`src/rtl/rxwin_pkg.sv`:
```
// Shared types for the receive window extension controller.
// Assumes one clock domain; all codes here are internal except win_e,
// whose values appear on the win_state port.
package rxwin_pkg;

    localparam int MODE_W  = 4;
    localparam int NUM_WIN = 2;

    // Sequencer states
    typedef enum logic [2:0] {
        SQ_IDLE   = 3'd0,
        SQ_T1     = 3'd1,
        SQ_T2     = 3'd2,
        SQ_FOLLOW = 3'd3,
        SQ_HOST   = 3'd4,
        SQ_DONE   = 3'd5
    } seq_e;

    // What a T1 trigger leads to
    typedef enum logic [2:0] {
        ACT_NONE     = 3'd0,
        ACT_HOLD     = 3'd1,
        ACT_FOLLOW   = 3'd2,
        ACT_EXTEND   = 3'd3,
        ACT_EXT_SYNC = 3'd4
    } act_e;

    // Window indication seen at the port
    typedef enum logic [1:0] {
        WIN_NONE   = 2'd0,
        WIN_T1     = 2'd1,
        WIN_T2     = 2'd2,
        WIN_FOLLOW = 2'd3
    } win_e;

    // Detection flags from the demodulator and packet detectors
    typedef struct packed {
        logic chan;
        logic pream;
        logic sync;
        logic node;
    } det_t;

endpackage

```
`src/rtl/rxwin_timer.sv`:
```
// Window timer: counts M << (R+1) units of TICK_DIV clocks while run is high.
// Assumes run drops whenever the window is left, which clears both counters,
// so each window starts from zero. expire is high in the last cycle of the
// window; M of zero behaves as a one-unit window.
module rxwin_timer #(
    parameter int TICK_DIV = 5000,
    parameter int M_W      = 11,
    parameter int R_W      = 4
) (
    input  logic           clk,
    input  logic           rst_n,
    input  logic           run,
    input  logic [M_W-1:0] mant,
    input  logic [R_W-1:0] shift,
    output logic           expire
);

    localparam int SHIFT_MAX = 1 << R_W;
    localparam int TGT_W     = M_W + SHIFT_MAX;
    localparam int DIV_W     = (TICK_DIV > 1) ? $clog2(TICK_DIV) : 1;

    logic             tick;
    logic [TGT_W-1:0] units;
    logic [TGT_W-1:0] target;
    logic [R_W:0]     sh_amt;
    logic [TGT_W:0]   units_inc;

    generate
        if (TICK_DIV > 1) begin : g_pre
            logic [DIV_W-1:0] pre;

            // Unit prescaler: divides the clock down to one time unit
            always_ff @(posedge clk) begin
                if (!rst_n)
                    pre <= '0;
                else if (!run || tick)
                    pre <= '0;
                else
                    pre <= pre + DIV_W'(1);
            end

            assign tick = run && (pre == DIV_W'(TICK_DIV - 1));
        end else begin : g_nopre
            assign tick = run;
        end
    endgenerate

    // Window length in units and the next unit count
    always_comb begin
        sh_amt    = {1'b0, shift} + (R_W + 1)'(1);
        target    = TGT_W'(mant) << sh_amt;
        units_inc = {1'b0, units} + (TGT_W + 1)'(1);
    end

    // Unit counter: cleared outside the window, advanced on each unit tick
    always_ff @(posedge clk) begin
        if (!rst_n)
            units <= '0;
        else if (!run)
            units <= '0;
        else if (tick)
            units <= units_inc[TGT_W-1:0];
    end

    assign expire = tick && (units_inc >= {1'b0, target});

endmodule

```
`src/rtl/rxwin_trig.sv`:
```
// Trigger decoder: maps the extension mode and the detection flags to a
// T1 trigger and the action it leads to. Purely combinational; unknown
// codes (14, 15) fall back to no extension.
module rxwin_trig
    import rxwin_pkg::*;
(
    input  logic [MODE_W-1:0] mode,
    input  det_t              det,
    output logic              fire,
    output act_e              act
);

    // Condition that counts as a trigger inside T1
    always_comb begin
        unique case (mode)
            4'd1, 4'd5, 4'd11: fire = det.chan;
            4'd2, 4'd6, 4'd12: fire = det.pream;
            4'd3, 4'd7, 4'd13: fire = det.chan && det.pream;
            4'd4:              fire = det.chan;
            4'd8:              fire = det.pream || det.sync;
            4'd9:              fire = det.pream || det.node;
            4'd10:             fire = det.pream || det.sync || det.node;
            default:           fire = 1'b0;
        endcase
    end

    // Action group of the mode
    always_comb begin
        unique case (mode)
            4'd1, 4'd2, 4'd3:                       act = ACT_HOLD;
            4'd4:                                   act = ACT_FOLLOW;
            4'd5, 4'd6, 4'd7, 4'd8, 4'd9, 4'd10:    act = ACT_EXTEND;
            4'd11, 4'd12, 4'd13:                    act = ACT_EXT_SYNC;
            default:                                act = ACT_NONE;
        endcase
    end

endmodule

```
`src/rtl/rxwin_seq.sv`:
```
// Window sequencer: tracks entry into RX and walks T1, T2, follow, host and
// done states. Assumes the timer expiries come from timers that run only in
// their own state. A trigger is checked before the expiry of the same cycle.
module rxwin_seq
    import rxwin_pkg::*;
(
    input  logic       clk,
    input  logic       rst_n,
    input  logic       rx_active,
    input  logic       timer_en,
    input  logic       fire,
    input  act_e       act,
    input  logic       sync_seen,
    input  logic       chan_seen,
    input  logic       t1_done,
    input  logic       t2_done,
    output logic       run_t1,
    output logic       run_t2,
    output logic       rx_timeout,
    output logic       host_hold,
    output logic [1:0] win_state
);

    seq_e state, state_nx;
    logic rx_prev;
    logic entry;
    logic to_nx;

    assign entry = rx_active && !rx_prev;

    // Remember rx_active to find its rising edge
    always_ff @(posedge clk) begin
        if (!rst_n)
            rx_prev <= 1'b0;
        else
            rx_prev <= rx_active;
    end

    // Next-state and timeout decision
    always_comb begin
        state_nx = state;
        to_nx    = 1'b0;
        if (!timer_en || !rx_active) begin
            state_nx = SQ_IDLE;
        end else begin
            unique case (state)
                SQ_IDLE: begin
                    if (entry)
                        state_nx = SQ_T1;
                end
                SQ_T1: begin
                    if (fire) begin
                        unique case (act)
                            ACT_HOLD:     state_nx = SQ_HOST;
                            ACT_FOLLOW:   state_nx = SQ_FOLLOW;
                            ACT_EXTEND:   state_nx = SQ_T2;
                            ACT_EXT_SYNC: state_nx = SQ_T2;
                            default:      state_nx = SQ_T1;
                        endcase
                    end else if (t1_done) begin
                        state_nx = SQ_DONE;
                        to_nx    = 1'b1;
                    end
                end
                SQ_T2: begin
                    if ((act == ACT_EXT_SYNC) && sync_seen) begin
                        state_nx = SQ_HOST;
                    end else if (t2_done) begin
                        state_nx = SQ_DONE;
                        to_nx    = 1'b1;
                    end
                end
                SQ_FOLLOW: begin
                    if (!chan_seen) begin
                        state_nx = SQ_DONE;
                        to_nx    = 1'b1;
                    end
                end
                default: state_nx = state;
            endcase
        end
    end

    // State and timeout pulse registers
    always_ff @(posedge clk) begin
        if (!rst_n) begin
            state      <= SQ_IDLE;
            rx_timeout <= 1'b0;
        end else begin
            state      <= state_nx;
            rx_timeout <= to_nx;
        end
    end

    // Output decode from the registered state
    always_comb begin
        run_t1    = (state == SQ_T1);
        run_t2    = (state == SQ_T2);
        host_hold = (state == SQ_HOST);
        unique case (state)
            SQ_T1:     win_state = WIN_T1;
            SQ_T2:     win_state = WIN_T2;
            SQ_FOLLOW: win_state = WIN_FOLLOW;
            default:   win_state = WIN_NONE;
        endcase
    end

endmodule

```
`src/rtl/rxwin_ctrl.sv`:
```
// Receive window extension controller, top level.
// Builds one timer per window with a generate loop, decodes the extension
// mode into a trigger and action, and sequences the windows. Assumes the
// detection flags are synchronous to clk and the window settings only change
// while rx_active is low.
module rxwin_ctrl
    import rxwin_pkg::*;
#(
    parameter int TICK_DIV = 5000,
    parameter int M_W      = 11,
    parameter int R_W      = 4
) (
    input  logic              clk,
    input  logic              rst_n,
    input  logic              rx_active,
    input  logic              timer_en,
    input  logic [MODE_W-1:0] ext_mode,
    input  logic [M_W-1:0]    t1_mant,
    input  logic [R_W-1:0]    t1_shift,
    input  logic [M_W-1:0]    t2_mant,
    input  logic [R_W-1:0]    t2_shift,
    input  logic              chan_valid,
    input  logic              pream_ok,
    input  logic              sync_ok,
    input  logic              node_ok,
    output logic              rx_timeout,
    output logic              host_hold,
    output logic [1:0]        win_state
);

    det_t               det;
    logic               fire;
    act_e               act;
    logic [NUM_WIN-1:0] run_v;
    logic [NUM_WIN-1:0] exp_v;
    logic [M_W-1:0]     mant_a [NUM_WIN];
    logic [R_W-1:0]     sh_a   [NUM_WIN];

    // Bundle the detection flags and the window settings
    always_comb begin
        det.chan  = chan_valid;
        det.pream = pream_ok;
        det.sync  = sync_ok;
        det.node  = node_ok;
        mant_a[0] = t1_mant;
        sh_a[0]   = t1_shift;
        mant_a[1] = t2_mant;
        sh_a[1]   = t2_shift;
    end

    rxwin_trig u_trig (
        .mode (ext_mode),
        .det  (det),
        .fire (fire),
        .act  (act)
    );

    genvar g;
    generate
        for (g = 0; g < NUM_WIN; g++) begin : g_win
            rxwin_timer #(
                .TICK_DIV (TICK_DIV),
                .M_W      (M_W),
                .R_W      (R_W)
            ) u_tmr (
                .clk    (clk),
                .rst_n  (rst_n),
                .run    (run_v[g]),
                .mant   (mant_a[g]),
                .shift  (sh_a[g]),
                .expire (exp_v[g])
            );
        end
    endgenerate

    rxwin_seq u_seq (
        .clk        (clk),
        .rst_n      (rst_n),
        .rx_active  (rx_active),
        .timer_en   (timer_en),
        .fire       (fire),
        .act        (act),
        .sync_seen  (sync_ok),
        .chan_seen  (chan_valid),
        .t1_done    (exp_v[0]),
        .t2_done    (exp_v[1]),
        .run_t1     (run_v[0]),
        .run_t2     (run_v[1]),
        .rx_timeout (rx_timeout),
        .host_hold  (host_hold),
        .win_state  (win_state)
    );

endmodule

```
`config.mk`:
```
export PLATFORM = sky130hd
export DESIGN_NAME = rxwin_ctrl
export DESIGN_NICKNAME = d
export VERILOG_FILES = /design/src/rtl/rxwin_pkg.sv /design/src/rtl/rxwin_timer.sv /design/src/rtl/rxwin_trig.sv /design/src/rtl/rxwin_seq.sv /design/src/rtl/rxwin_ctrl.sv
export SDC_FILE = /design/constraint.sdc
export NUM_CORES = 1
export LEC_CHECK = 0
export ABC_AREA = 1
export CAP_MARGIN = 25
export CORE_MARGIN = 1.5
export CORE_UTILIZATION = 64
export CTS_CLUSTER_DIAMETER = 50
export CTS_CLUSTER_SIZE = 8
export DETAILED_ROUTE_END_ITERATION = 10
export PLACE_DENSITY_LB_ADDON = 0.08
export SETUP_SLACK_MARGIN = 0.4
export SLEW_MARGIN = 25
export SYNTH_ARGS = -nofsm -noshare
export SYNTH_HDL_FRONTEND = slang
export SYNTH_SLANG_ARGS = --single-unit
```
`constraint.sdc`:
```
create_clock -name clk -period 8.1 [get_ports clk]
set_input_delay 2.025 -clock clk [delete_from_list [all_inputs] [get_ports clk]]
set_output_delay 2.025 -clock clk [all_outputs]
set_load 0.03 [all_outputs]
```
==> results.md <==
* Met1 global-route usage at 36.1%
* Grt ovf at 0
* Setup TNS at 0 ns
* N_diodes at 0
* Clock-pin slew on the worst setup and hold paths at 0.06 ns
* Worst reg-to-reg path cell count at 27
* Row Count at 38
* CTS tree: built
* Share of layout cells above drive strength 1 at 5.65%
* Unrepaired setup endpoints after global routing: no
* Maximum VDD drop at 146 µV
* Xor/xnor share of the synthesized area at 6.23%
* Crit-path cells: clkdlybuf4s50_1 > ha_1 > xor2_1 > inv_1 > o21ai_0 > o21ai_0 > or2_2 > ha_1 > nand4_1 > a21oi_1 > nor2_1 > nand2_1 > nand2_1 > nand2_1 > nand2_1 > nand2_1 > nand2_1 > nand2_1 > nand3_1 > nand2_1 > inv_1 > nor2_1
* Post-route DRC at 0
* Largest net degree at the start of global routing at 20
* Initial antenna violation count at 0
* GRT busiest layer: met2
* Synth Flop Type: dfxtp_1
* Max-cap viol count at 0
* Leak at 0.00386 µW
* Seq. cell area at 1700 µm²
* Skew final at 0.00485 ns
* Met2 Use GR at 54.5%
* Sink Count at 85
* CP Class: input port to register
* Rel. slew slack at 41.5%
* Post-CTS setup buffers at 0
* Fin crit share at 74.0%
* Clk_lat worst skew at 0.35 ns
* CP endpoint: u_seq.state[1]
* Final #Nets at 1,266
* Initial Util at 66.2%
* Max Root-Sink Buffers at 2
* Port-buffer cells at 45
* Synthesized flop and latch total at 85
* Post-Synth Simple-Gate Area at 30.3%
* Post-Syn Area at 7270 µm²
* RR Endpoint: u_seq.state[1]
* Adder-cell area share of the yosys netlist at 10.3%
* Critical path startpoint: t1_shift[0]
* Met3 global-route usage at 5.93%
* Vias at 7,287
* HPWL Detailed at 13,400 µm
* Worst endpoint required time at 8.39 ns
* Worst slew pin tran at 0.874 ns
* Filler cell count in the final layout at 947
* Most common cell after layout, fill and taps aside: nand2_1
* Worst path most repeated cell: nand2_1
* Post-synth ARST share at 0%
* Post-DRT Antenna Nets at 0
* Reg2Reg Setup Slack at 4.61 ns
* Vias per inst at 5.57
* WL final at 17,400 µm
* First-pass GRT wire length at 29,200 µm
* I/O pin cnt at 46
* Die ar. at 12,000 µm²
* Setup ws final at 2.11 ns
* Most frequent cells in the layout: nand2_1 (252), inv_1 (180), nor2_1 (123)
* Pwr/cell area at 133 nW/µm²
* Critical Path AT at 6.28 ns
* Synth Area in Compound Gates at 17.5%
* Post-CTS Resized at 0
* Max Slew Vio Count at 0
* DIE WIDTH at 110 µm
* Sequential area share after synthesis at 23.4%
* Synth cell types at 45
* Gate Count Post-Synth at 1,134
* Worst Hold Class: register to register
* Area of the multi-input gates at 4760 µm²
* CTS root buf: clkbuf_16
* Crit-path max cell delay at 0.79 ns
* Outcome: finished, final reports clean
* Fmax at 167 MHz
* Period minus WS final at 5.99 ns
* Synthesized area per cell at 6.41 µm²
* Die height at 110 µm
* Core area at 11,000 µm²
* Setup Slack @ Placement at 1.77 ns
* Post-synth EDFFs at 0
* Pre-antenna DRT Iters at 5
* Crit-path max FO at 18
* Mux cell area share after synthesis at 1.10%
* Critical Path Slowest Stage Cell: clkdlybuf4s50_1
* Largest family of logic cells by synthesized area: simple AND/OR/NAND/NOR gates
* Crit start category: input port
* Setup crit end kind: register
* DR iter-0 viols at 590
* R2R Path Start: g_win[1].u_tmr.units[0]
* Area Overhead vs Synth at 11.4%
* Yosys warnings at 0
* CTS buffer count at 9
* H-tree depth at 3
* Mapped Nets at 1,236
* CTS hold repair buffers at 0
* Vias in the first global route at 6,769
* WL/cell at 13.3 µm
* GRT Total Usage at 30.2%
* GPL Wtd Cong at 0.933
* Endpoints failing hold at 0
* Setup violators final at 0
[per-layer routing]
metal | part of all wire, % | wire [µm] | up-vias
met4 | 2.4 | 410 | 0
met3 | 4.4 | 765 | 40
li1 | - | - | 3784
met2 | 50 | 8650 | 154
met1 | 43 | 7560 | 3309
met5 | 0 | 0 | -
[Yosys cell counts (8+ instances only)]
master	instances	share of area (%)
dfxtp_1	85	23
a21oi_1	62	4.3
or2_2	10	0.86
o21ai_0	82	5.6
nand2_1	252	13
nand4_1	12	1.0
xor2_1	44	5.3
inv_1	180	9.3
ha_1	60	10
nand3_1	42	2.9
clkbuf_1	13	0.67
nor2_1	124	6.4
a221oi_1	12	1.4
nor4_1	8	0.69
mux2i_1	8	1.1
nor2_2	10	0.86
buf_2	10	0.69
a22oi_1	14	1.4
o22ai_1	14	1.2
nor3_1	19	1.3
[flip-flops by register name (all words and copies together), names as in the netlist]
register	count
g_win.u_tmr.g_pre.pre	26
g_win.u_tmr.units	54
u_seq.rx_prev	1
u_seq.rx_timeout	1
u_seq.state	3
[worst min-delay path by stage]
| stage | startpoint | endpoint | slack (ns) | cells after the start |
|---|---|---|---|---|
| after floorplan | g_win[1].u_tmr.g_pre.pre[0] | g_win[1].u_tmr.g_pre.pre[0] | 0.42 | 1 |
| after global placement | g_win[0].u_tmr.g_pre.pre[0] | g_win[0].u_tmr.g_pre.pre[0] | 0.43 | 1 |
| after detailed placement | g_win[0].u_tmr.g_pre.pre[0] | g_win[0].u_tmr.g_pre.pre[0] | 0.44 | 1 |
| after CTS | g_win[0].u_tmr.g_pre.pre[0] | g_win[0].u_tmr.g_pre.pre[0] | 0.45 | 1 |
| after global routing | g_win[0].u_tmr.g_pre.pre[0] | g_win[0].u_tmr.g_pre.pre[0] | 0.47 | 1 |
| final | g_win[0].u_tmr.g_pre.pre[0] | g_win[0].u_tmr.g_pre.pre[0] | 0.44 | 1 |
[metrics by stage]
stage	util, %	cell area, µm²	hold WS, ns	std cells	total power, µW
after floorplan	-	7270	0.418	1134	579
after global placement	70.9	7790	0.428	1293	635
after detailed placement	70.9	7790	0.439	1293	638
after CTS	73.8	8100	0.449	1308	1080
after global routing	73.8	8110	0.472	1308	1120
final	73.8	8110	0.444	1308	1080
[power breakdown]
part           leakage, µW  switching (µW)  internal [µW]
sequential        0.000685           0.343            419
combinational      0.00302             132           82.2
clock             0.000147             174            268
[final cells by class]
cell class	instances	area share, %
Clock inverter	6	1.10
Timing Repair Buffer	45	5.56
Sequential cell	85	21.0
Clock buffer	9	2.78
Multi-Input combinational cell	836	58.8
Tap cell	140	2.16
Inverter	187	8.66
[critical path: cells and delay by family]
| family | cells | cell delay, ns |
|---|---|---|
| and+or+nand+nor | 13 | 1.22 |
| buffers and inverters | 3 | 1.20 |
| xor gates and xnor gates | 1 | 0.69 |
| AOI/OAI and AO/OA | 3 | 0.59 |
| adders and majority gates | 2 | 0.54 |
[kinds of logic after synthesis]
logic type / after synthesis
xor gates and xnor gates: 50
and+or+nand+nor: 501
AOI/OAI and AO/OA: 217
adders and majority gates: 60
muxes: 8
DFF: 85
buffers and inverters: 213
Note: power is estimated with default switching activity, not from simulation.
